<file path="src/rtl/gpio_sc_pkg.sv">
package gpio_sc_pkg;
    localparam int BANK_W  = 16;
    localparam int NUM_CTL = 6;

    typedef enum logic [3:0] {
        RG_OUT  = 4'd0,
        RG_OE   = 4'd1,
        RG_IE   = 4'd2,
        RG_OSA  = 4'd3,
        RG_OSB  = 4'd4,
        RG_ISA  = 4'd5,
        RG_RISE = 4'd6,
        RG_FALL = 4'd7,
        RG_LVL  = 4'd8
    } reg_e;

    localparam int LAST_REG = 8;
endpackage

</file>
<file path="src/rtl/gpio_sc_sync.sv">
module gpio_sc_sync #(
    parameter int N = 32
) (
    input  logic         clk,
    input  logic         rst_n,
    input  logic [N-1:0] raw_in,
    input  logic [N-1:0] en,
    output logic [N-1:0] lvl,
    output logic [N-1:0] rise,
    output logic [N-1:0] fall
);
    typedef struct packed {
        logic [N-1:0] s1;
        logic [N-1:0] s2;
        logic [N-1:0] prev;
    } sync_t;

    sync_t st_d, st_q;

    always_comb begin
        st_d      = st_q;
        st_d.s1   = raw_in;
        st_d.s2   = st_q.s1;
        st_d.prev = st_q.s2;
    end

    always_ff @(posedge clk or negedge rst_n) begin
        if (!rst_n) st_q <= '0;
        else        st_q <= st_d;
    end

    assign lvl  = st_q.s2 & en;
    assign rise = en & st_q.s2 & ~st_q.prev;
    assign fall = en & ~st_q.s2 & st_q.prev;

    // an edge is only reported on an enabled pin
    p_edge_gated_r9: assert property (@(posedge clk) disable iff (!rst_n)
        ((rise | fall) & ~en) == '0);
endmodule

</file>
<file path="src/rtl/gpio_sc_bank.sv">
module gpio_sc_bank
    import gpio_sc_pkg::*;
#(
    parameter int           W    = 16,
    parameter logic [W-1:0] RSVD = '0
) (
    input  logic           clk,
    input  logic           rst_n,
    input  logic           wr_en,
    input  reg_e           sel,
    input  logic [2*W-1:0] wdata,
    input  logic [W-1:0]   lvl,
    input  logic [W-1:0]   rise_in,
    input  logic [W-1:0]   fall_in,
    output logic [W-1:0]   out_val,
    output logic [W-1:0]   oe,
    output logic [W-1:0]   ie,
    output logic [W-1:0]   osa,
    output logic [W-1:0]   osb,
    output logic [W-1:0]   isa,
    output logic [W-1:0]   rdata
);
    typedef struct packed {
        logic [NUM_CTL-1:0][W-1:0] ctl;
        logic [W-1:0]              rise;
        logic [W-1:0]              fall;
    } bank_t;

    bank_t bk_d, bk_q;

    logic [W-1:0] set_v, clr_v, keep;
    assign set_v = wdata[W-1:0];
    assign clr_v = wdata[2*W-1:W];
    assign keep  = ~RSVD;

    always_comb begin
        bk_d = bk_q;
        for (int k = 0; k < NUM_CTL; k++) begin
            if (wr_en && (int'(sel) == k))
                bk_d.ctl[k] = (bk_q.ctl[k] | set_v) & ~clr_v & keep;
        end
        bk_d.rise = ((bk_q.rise & ~((wr_en && sel == RG_RISE) ? set_v : '0))
                     | rise_in) & keep;
        bk_d.fall = ((bk_q.fall & ~((wr_en && sel == RG_FALL) ? set_v : '0))
                     | fall_in) & keep;
    end

    always_ff @(posedge clk or negedge rst_n) begin
        if (!rst_n) bk_q <= '0;
        else        bk_q <= bk_d;
    end

    assign out_val = bk_q.ctl[RG_OUT];
    assign oe      = bk_q.ctl[RG_OE];
    assign ie      = bk_q.ctl[RG_IE];
    assign osa     = bk_q.ctl[RG_OSA];
    assign osb     = bk_q.ctl[RG_OSB];
    assign isa     = bk_q.ctl[RG_ISA];

    always_comb begin
        case (sel)
            RG_RISE: rdata = bk_q.rise;
            RG_FALL: rdata = bk_q.fall;
            RG_LVL:  rdata = lvl & keep;
            default: rdata = (int'(sel) < NUM_CTL) ? bk_q.ctl[sel] : '0;
        endcase
    end

    // requested set bits without matching clear end up at 1
    p_set_r2: assert property (@(posedge clk) disable iff (!rst_n)
        (wr_en && sel == RG_OUT) |=>
        ((out_val & $past(set_v & ~clr_v & keep)) == $past(set_v & ~clr_v & keep)));
    // any bit named in the clear half ends at 0, even when also set
    p_clear_wins_r4: assert property (@(posedge clk) disable iff (!rst_n)
        (wr_en && sel == RG_OE) |=> ((oe & $past(clr_v)) == '0));
    // a freshly detected edge is never lost
    p_edge_kept_r6: assert property (@(posedge clk) disable iff (!rst_n)
        1'b1 |=> ((bk_q.rise & $past(rise_in & keep)) == $past(rise_in & keep)));
    // without a new edge, write-one clears the status
    p_w1c_r5: assert property (@(posedge clk) disable iff (!rst_n)
        (wr_en && sel == RG_FALL && fall_in == '0) |=> ((bk_q.fall & $past(set_v)) == '0));
    // reserved pins never hold state
    p_rsvd_r7: assert property (@(posedge clk) disable iff (!rst_n)
        ((out_val | oe | ie | bk_q.rise | bk_q.fall) & RSVD) == '0);
endmodule

</file>
<file path="src/rtl/gpio_setclr_bank.sv">
module gpio_setclr_bank
    import gpio_sc_pkg::*;
#(
    parameter int          NUM_BANKS    = 2,
    parameter int          BANK_STRIDE  = 128,
    parameter logic [31:0] RSVD_MASK    = 32'hE080_0000
) (
    input  logic        clk,
    input  logic        rst_n,
    input  logic [7:0]  bus_addr,
    input  logic        bus_wr,
    input  logic [31:0] bus_wdata,
    input  logic        bus_rd,
    output logic [31:0] bus_rdata,
    input  logic [31:0] pin_in,
    output logic [31:0] pin_out,
    output logic [31:0] pin_oe,
    output logic [31:0] sel_out_a,
    output logic [31:0] sel_out_b,
    output logic [31:0] sel_in
);
    localparam int W          = BANK_W;
    localparam int NPINS      = NUM_BANKS * W;
    localparam int BANK_SHIFT = $clog2(BANK_STRIDE);
    localparam int BANK_BITS  = $clog2(NUM_BANKS);
    localparam int IDX_W      = BANK_SHIFT - 2;

    logic [BANK_BITS-1:0] bank_idx;
    logic [IDX_W-1:0]     reg_idx;
    logic                 addr_ok;
    reg_e                 sel;

    assign bank_idx = bus_addr[BANK_SHIFT +: BANK_BITS];
    assign reg_idx  = bus_addr[BANK_SHIFT-1:2];
    assign addr_ok  = (bus_addr[1:0] == 2'b00) && (int'(reg_idx) <= LAST_REG);
    assign sel      = addr_ok ? reg_e'(reg_idx[3:0]) : RG_LVL;

    logic [NPINS-1:0] ie_all, lvl_all, rise_all, fall_all, val_all;
    logic [NUM_BANKS-1:0][W-1:0] bk_rdata;

    gpio_sc_sync #(.N(NPINS)) u_sync (
        .clk    (clk),
        .rst_n  (rst_n),
        .raw_in (pin_in),
        .en     (ie_all),
        .lvl    (lvl_all),
        .rise   (rise_all),
        .fall   (fall_all)
    );

    for (genvar b = 0; b < NUM_BANKS; b++) begin : g_bank
        logic wr_b;
        assign wr_b = bus_wr && addr_ok && (int'(bank_idx) == b);
        gpio_sc_bank #(.W(W), .RSVD(RSVD_MASK[b*W +: W])) u_bank (
            .clk     (clk),
            .rst_n   (rst_n),
            .wr_en   (wr_b),
            .sel     (sel),
            .wdata   (bus_wdata),
            .lvl     (lvl_all[b*W +: W]),
            .rise_in (rise_all[b*W +: W]),
            .fall_in (fall_all[b*W +: W]),
            .out_val (val_all[b*W +: W]),
            .oe      (pin_oe[b*W +: W]),
            .ie      (ie_all[b*W +: W]),
            .osa     (sel_out_a[b*W +: W]),
            .osb     (sel_out_b[b*W +: W]),
            .isa     (sel_in[b*W +: W]),
            .rdata   (bk_rdata[b])
        );
    end

    assign pin_out = val_all & pin_oe;

    typedef struct packed {
        logic [31:0] rdata;
    } rd_t;

    rd_t rd_d, rd_q;

    always_comb begin
        rd_d = rd_q;
        if (bus_rd)
            rd_d.rdata = addr_ok ? {16'h0, bk_rdata[bank_idx]} : 32'h0;
    end

    always_ff @(posedge clk or negedge rst_n) begin
        if (!rst_n) rd_q <= '0;
        else        rd_q <= rd_d;
    end

    assign bus_rdata = rd_q.rdata;

    // nothing is driven on a pin whose output is disabled
    p_drive_gated_r8: assert property (@(posedge clk) disable iff (!rst_n)
        (pin_out & ~pin_oe) == '0);
    // upper half of read data is always zero
    p_rd_upper_r1: assert property (@(posedge clk) disable iff (!rst_n)
        bus_rdata[31:16] == 16'h0);
    // reserved pins never drive
    p_rsvd_pins_r7: assert property (@(posedge clk) disable iff (!rst_n)
        ((pin_oe | sel_out_a | sel_out_b | sel_in) & RSVD_MASK) == '0);
endmodule

</file>
<file path="config.mk">
export PLATFORM = sky130hd
export DESIGN_NAME = gpio_setclr_bank
export DESIGN_NICKNAME = d
export VERILOG_FILES = /design/src/rtl/gpio_sc_pkg.sv /design/src/rtl/gpio_sc_sync.sv /design/src/rtl/gpio_sc_bank.sv /design/src/rtl/gpio_setclr_bank.sv
export SDC_FILE = /design/constraint.sdc
export NUM_CORES = 1
export LEC_CHECK = 0
export BUFFER_PORTS_ARGS = -buffer_cell sky130_fd_sc_hd__buf_2
export CAP_MARGIN = 10
export CORE_MARGIN = 4
export CORE_UTILIZATION = 61
export DETAILED_ROUTE_END_ITERATION = 7
export PLACE_DENSITY_LB_ADDON = 0.25
export SLEW_MARGIN = 0
export SYNTH_ARGS = -nofsm -noshare
export SYNTH_HDL_FRONTEND = slang
export SYNTH_SLANG_ARGS = --single-unit
</file>
<file path="constraint.sdc">
create_clock -name clk -period 2.54 [get_ports clk]
set_clock_uncertainty 0.1 [all_clocks]
set_input_delay 0.508 -clock clk [delete_from_list [all_inputs] [get_ports clk]]
set_output_delay 0.508 -clock clk [all_outputs]
set_load 0.005 [all_outputs]
</file>
==> results.yml <==
grt:
  grt_pass1_wl_um: 68700
  number_of_antenna_violations_at_the_first_check_in_global_routing: 0
  grtUsageTotal_pct: 32.8
  grt_pass1_vias: 12100
  met2_usage_pct: 53.7
  grt_max_degree: 83
  grt.met3_usage_pct: 5.31
  grt-busiest-layer: "met2"
  gr-total-overflow: 0
  gr-usage-met1_pct: 44.8
route:
  wl_per_cell_um: 22.9
  totalWireLength_um: 45300
  detailroute.via_count: 12400
  detail_route.iter0.violations: 1649
  post-route-drc-count: 0
  detail-route-antenna-nets: 0
  via_per_inst: 6.27
  firstDrtPassIters: 6
sta:
  fmax_mhz: 437
  period_utilization_pct: 90.0
  final_critical_path_time_including_i_o_delays_and_setup_ps: 2290
  hold_violations: 0
  report.final.slew_viol_count: 0
  finalWorstSetupSlack_ps: 254
  grt_setup_unrepaired: "no"
  final-setup-viol-count: 0
  worst_slew_pin_slew_ps: 507
  maxSlewHeadroom_pct: 66.2
floorplanning:
  coreArea_um2: 24300
  die_h_um: 165
  starting_utilization_of_the_core_area_pct: 62.0
  rows: 57
  area_of_the_die_um2: 27300
  ios: 268
  die_w_um: 165
synthesis:
  post_synth_num_cell_types: 52
  post_synth_xor_area_fraction_pct: 0
  yosys_register_bits: 324
  dominant_combinational_cell_family_by_area_after_synthesis: "compound AO/OA/AOI/OAI gates"
  postSynthAreaPerCell_um2: 10.1
  yosysWarningCount: 0
  synth-main-ff-cell: "dfrtp_1"
  synth_edf_count: 0
  synth.mux.area_fraction_pct: 3.98
  synth_adder_area_share_pct: 0
  synthSimpleGateAreaFrac_pct: 8.10
  syn_area_um2: 15100
  synth-compound-area-share_pct: 22.1
  synth_sequential_area_ratio_pct: 53.8
  async_flop_share_pct: 100
  synthesis.instances: 1486
pwr:
  power.density_cell_area_nw_per_um2: 646
  report.power.total_mw: 11.3
  cellLeakagePower_nw: 8.41
  irDropWorstVdd_mv: 0.454
place:
  port_buffers: 227
  placed_cells: 1893
  place.detailed.hpwl_um: 30800
  routabilityCongestion: 0.926
  dpl_worst_slack_ps: -160
clocking:
  cts_sinks: 324
  tritoncts: "done"
  cts_max_path_buffers: 3
  post_cts_resize_count: 0
  htree_num_levels: 2
  worst_setup_hold_path_clk_slew_ps: 60
  postCtsSetupBuffers: 0
  clk_root_buffer_cell: "clkbuf_16"
  clock_insertion_delay_worst_skew_ps: 520
  numCtsBuffers: 34
  postCtsHoldBufs: 22
worst_hold_path:
  min_path_type: "in -> reg"
  hold_path_startpoint: "pin_in[0]"
cells_and_area:
  final_nets: 1706
  antenna_cells_inserted: 0
  drive_gt1_share_pct: 24.4
  area_growth_syn_to_layout_pct: 16.2
  fin_cells: 1979
critical_path:
  worstSetupEndpointType: "flop"
  timing.critical_path.arrival_ps: 2610
  setup.worst_path.class: "in -> reg"
  worstSetupStartpointType: "input pin"
  crit_path_max_fanout: 10
  worstSetupStartpoint: "bus_addr[1]"
  crit-reg2reg-launch: "g_bank[0].u_bank.ie[4]$_DFFE_PN0P_"
  cp_data_required_time_ps: 2860
run_status:
  run_status: "completed"
run:
  cap_viol_max_count: 0
cells by family (layout without fill, tap and decap cells):
family / count (synthesis) / in the layout
AOI/OAI and AO/OA: 555 / 555
buffers and inverters: 319 / 453
other: 1 / 36
DFF: 324 / 324
and+or+nand+nor: 239 / 239
muxes: 48 / 48
power by group:
part / internal [mW] / switching [mW] / total, mW
combinational: 0.212 / 0.452 / 0.664
clock: 3.29 / 2.04 / 5.33
sequential: 5.26 / 0.0660 / 5.32
total: 8.76 / 2.56 / 11.3
worst max-delay path, stage by stage:
cell and delay (ps):
buf_2 110, or4_1 530, buf_4 200, or2_1 420, nor3_2 290, buf_4 260
a21oi_1 90, a21oi_1 190
cells in the mapped netlist (3+ instances only):
library cell	n	area, um^2
a31oi_1	4	25.0
o211ai_1	8	60.1
buf_1	4	15.0
a211oi_1	21	158
o22ai_1	13	81.3
mux2i_1	34	340
o21ai_0	37	185
a21oi_1	356	1780
a22o_1	11	96.3
a221o_1	3	30.0
mux4_2	9	203
or2_2	3	18.8
nand2b_1	13	81.3
a211o_1	4	35.0
o2111ai_1	10	87.6
inv_1	56	210
nor4_2	3	37.5
buf_4	153	1150
a221oi_1	25	219
buf_2	28	140
nor2_1	29	109
clkbuf_1	78	293
mux2_2	5	56.3
nand2_1	114	428
a32o_1	16	160
nand3_1	10	50.1
o2bb2ai_1	40	350
nor2b_1	12	75.1
dfrtp_1	324	8110
nor3_2	7	70.1
and2_1	29	181
stage by stage:
stage	utilization (%)	hold slack (ps)	TNS (ps)	area, um^2
final	72.0	6.68	0	17500
after global placement	66.0	233	-2110	16100
after detailed placement	66.0	235	-5330	16100
after global routing	72.0	1.33	0	17500
after floorplan	-	112	0	15200
after CTS	71.9	0.0838	0	17500
cell type report:
type,count,area (um^2)
multi-input combinational,878,5320
timing repair buffer,336,2250
sequential,324,8110
clock buffer,51,1060
clock inverter,10,155
fill,1750,6800
inverter,56,210
tap,324,405
state kept, by name (all words and copies together), names as in the netlist:
signal	count
g_bank.u_bank.out_val	28
bus_rdata	16
u_sync.st_q	28
g_bank.u_bank.oe	28
g_bank.u_bank.bk_q	56
g_bank.u_bank.osa	28
g_bank.u_bank.isa	28
g_bank.u_bank.ie	28
g_bank.u_bank.osb	28
u_sync.st_d	56
layer usage:
metal,part of all wire (%),wire [um]
met5,0,0
met4,3.8,1730
met3,9.7,4400
met2,48,21900
met1,38,17300
worst paths after layout:
kind                            slack (ps)  cells past startpoint                                    to
worst max-delay path                   250                      8  g_bank[1].u_bank.isa[11]$_DFFE_PN0P_
worst min-delay path                     7                      1             u_sync.st_d[32]$_DFF_PN0_
worst max register to register         910                      4              bus_rdata[4]$_DFFE_PN0P_
worst min register to register         250                      0             u_sync.st_d[10]$_DFF_PN0_
max in group asynchronous             1100                      3   g_bank[0].u_bank.isa[9]$_DFFE_PN0P_
min in group asynchronous              420                      2             u_sync.st_d[35]$_DFF_PN0_
cell usage in the layout (no fill, tap or decap), drive strengths merged, types with 4 or more instances in the layout:
cell,instances
a211o,4
a211oi,21
a21oi,356
a221oi,25
a22o,11
a31oi,4
a32o,16
and2,29
buf,311
bufinv,4
clkbuf,51
clkinv,4
conb,36
dfrtp,324
dlygate4sd3,25
inv,56
mux2,5
mux2i,34
mux4,9
nand2,114
nand2b,13
nand3,10
nor2,30
nor2b,12
nor3,11
o2111ai,10
o211ai,8
o21ai,38
o22ai,13
o2bb2ai,40
or2,4
Note: power is estimated with default switching activity, not from simulation.
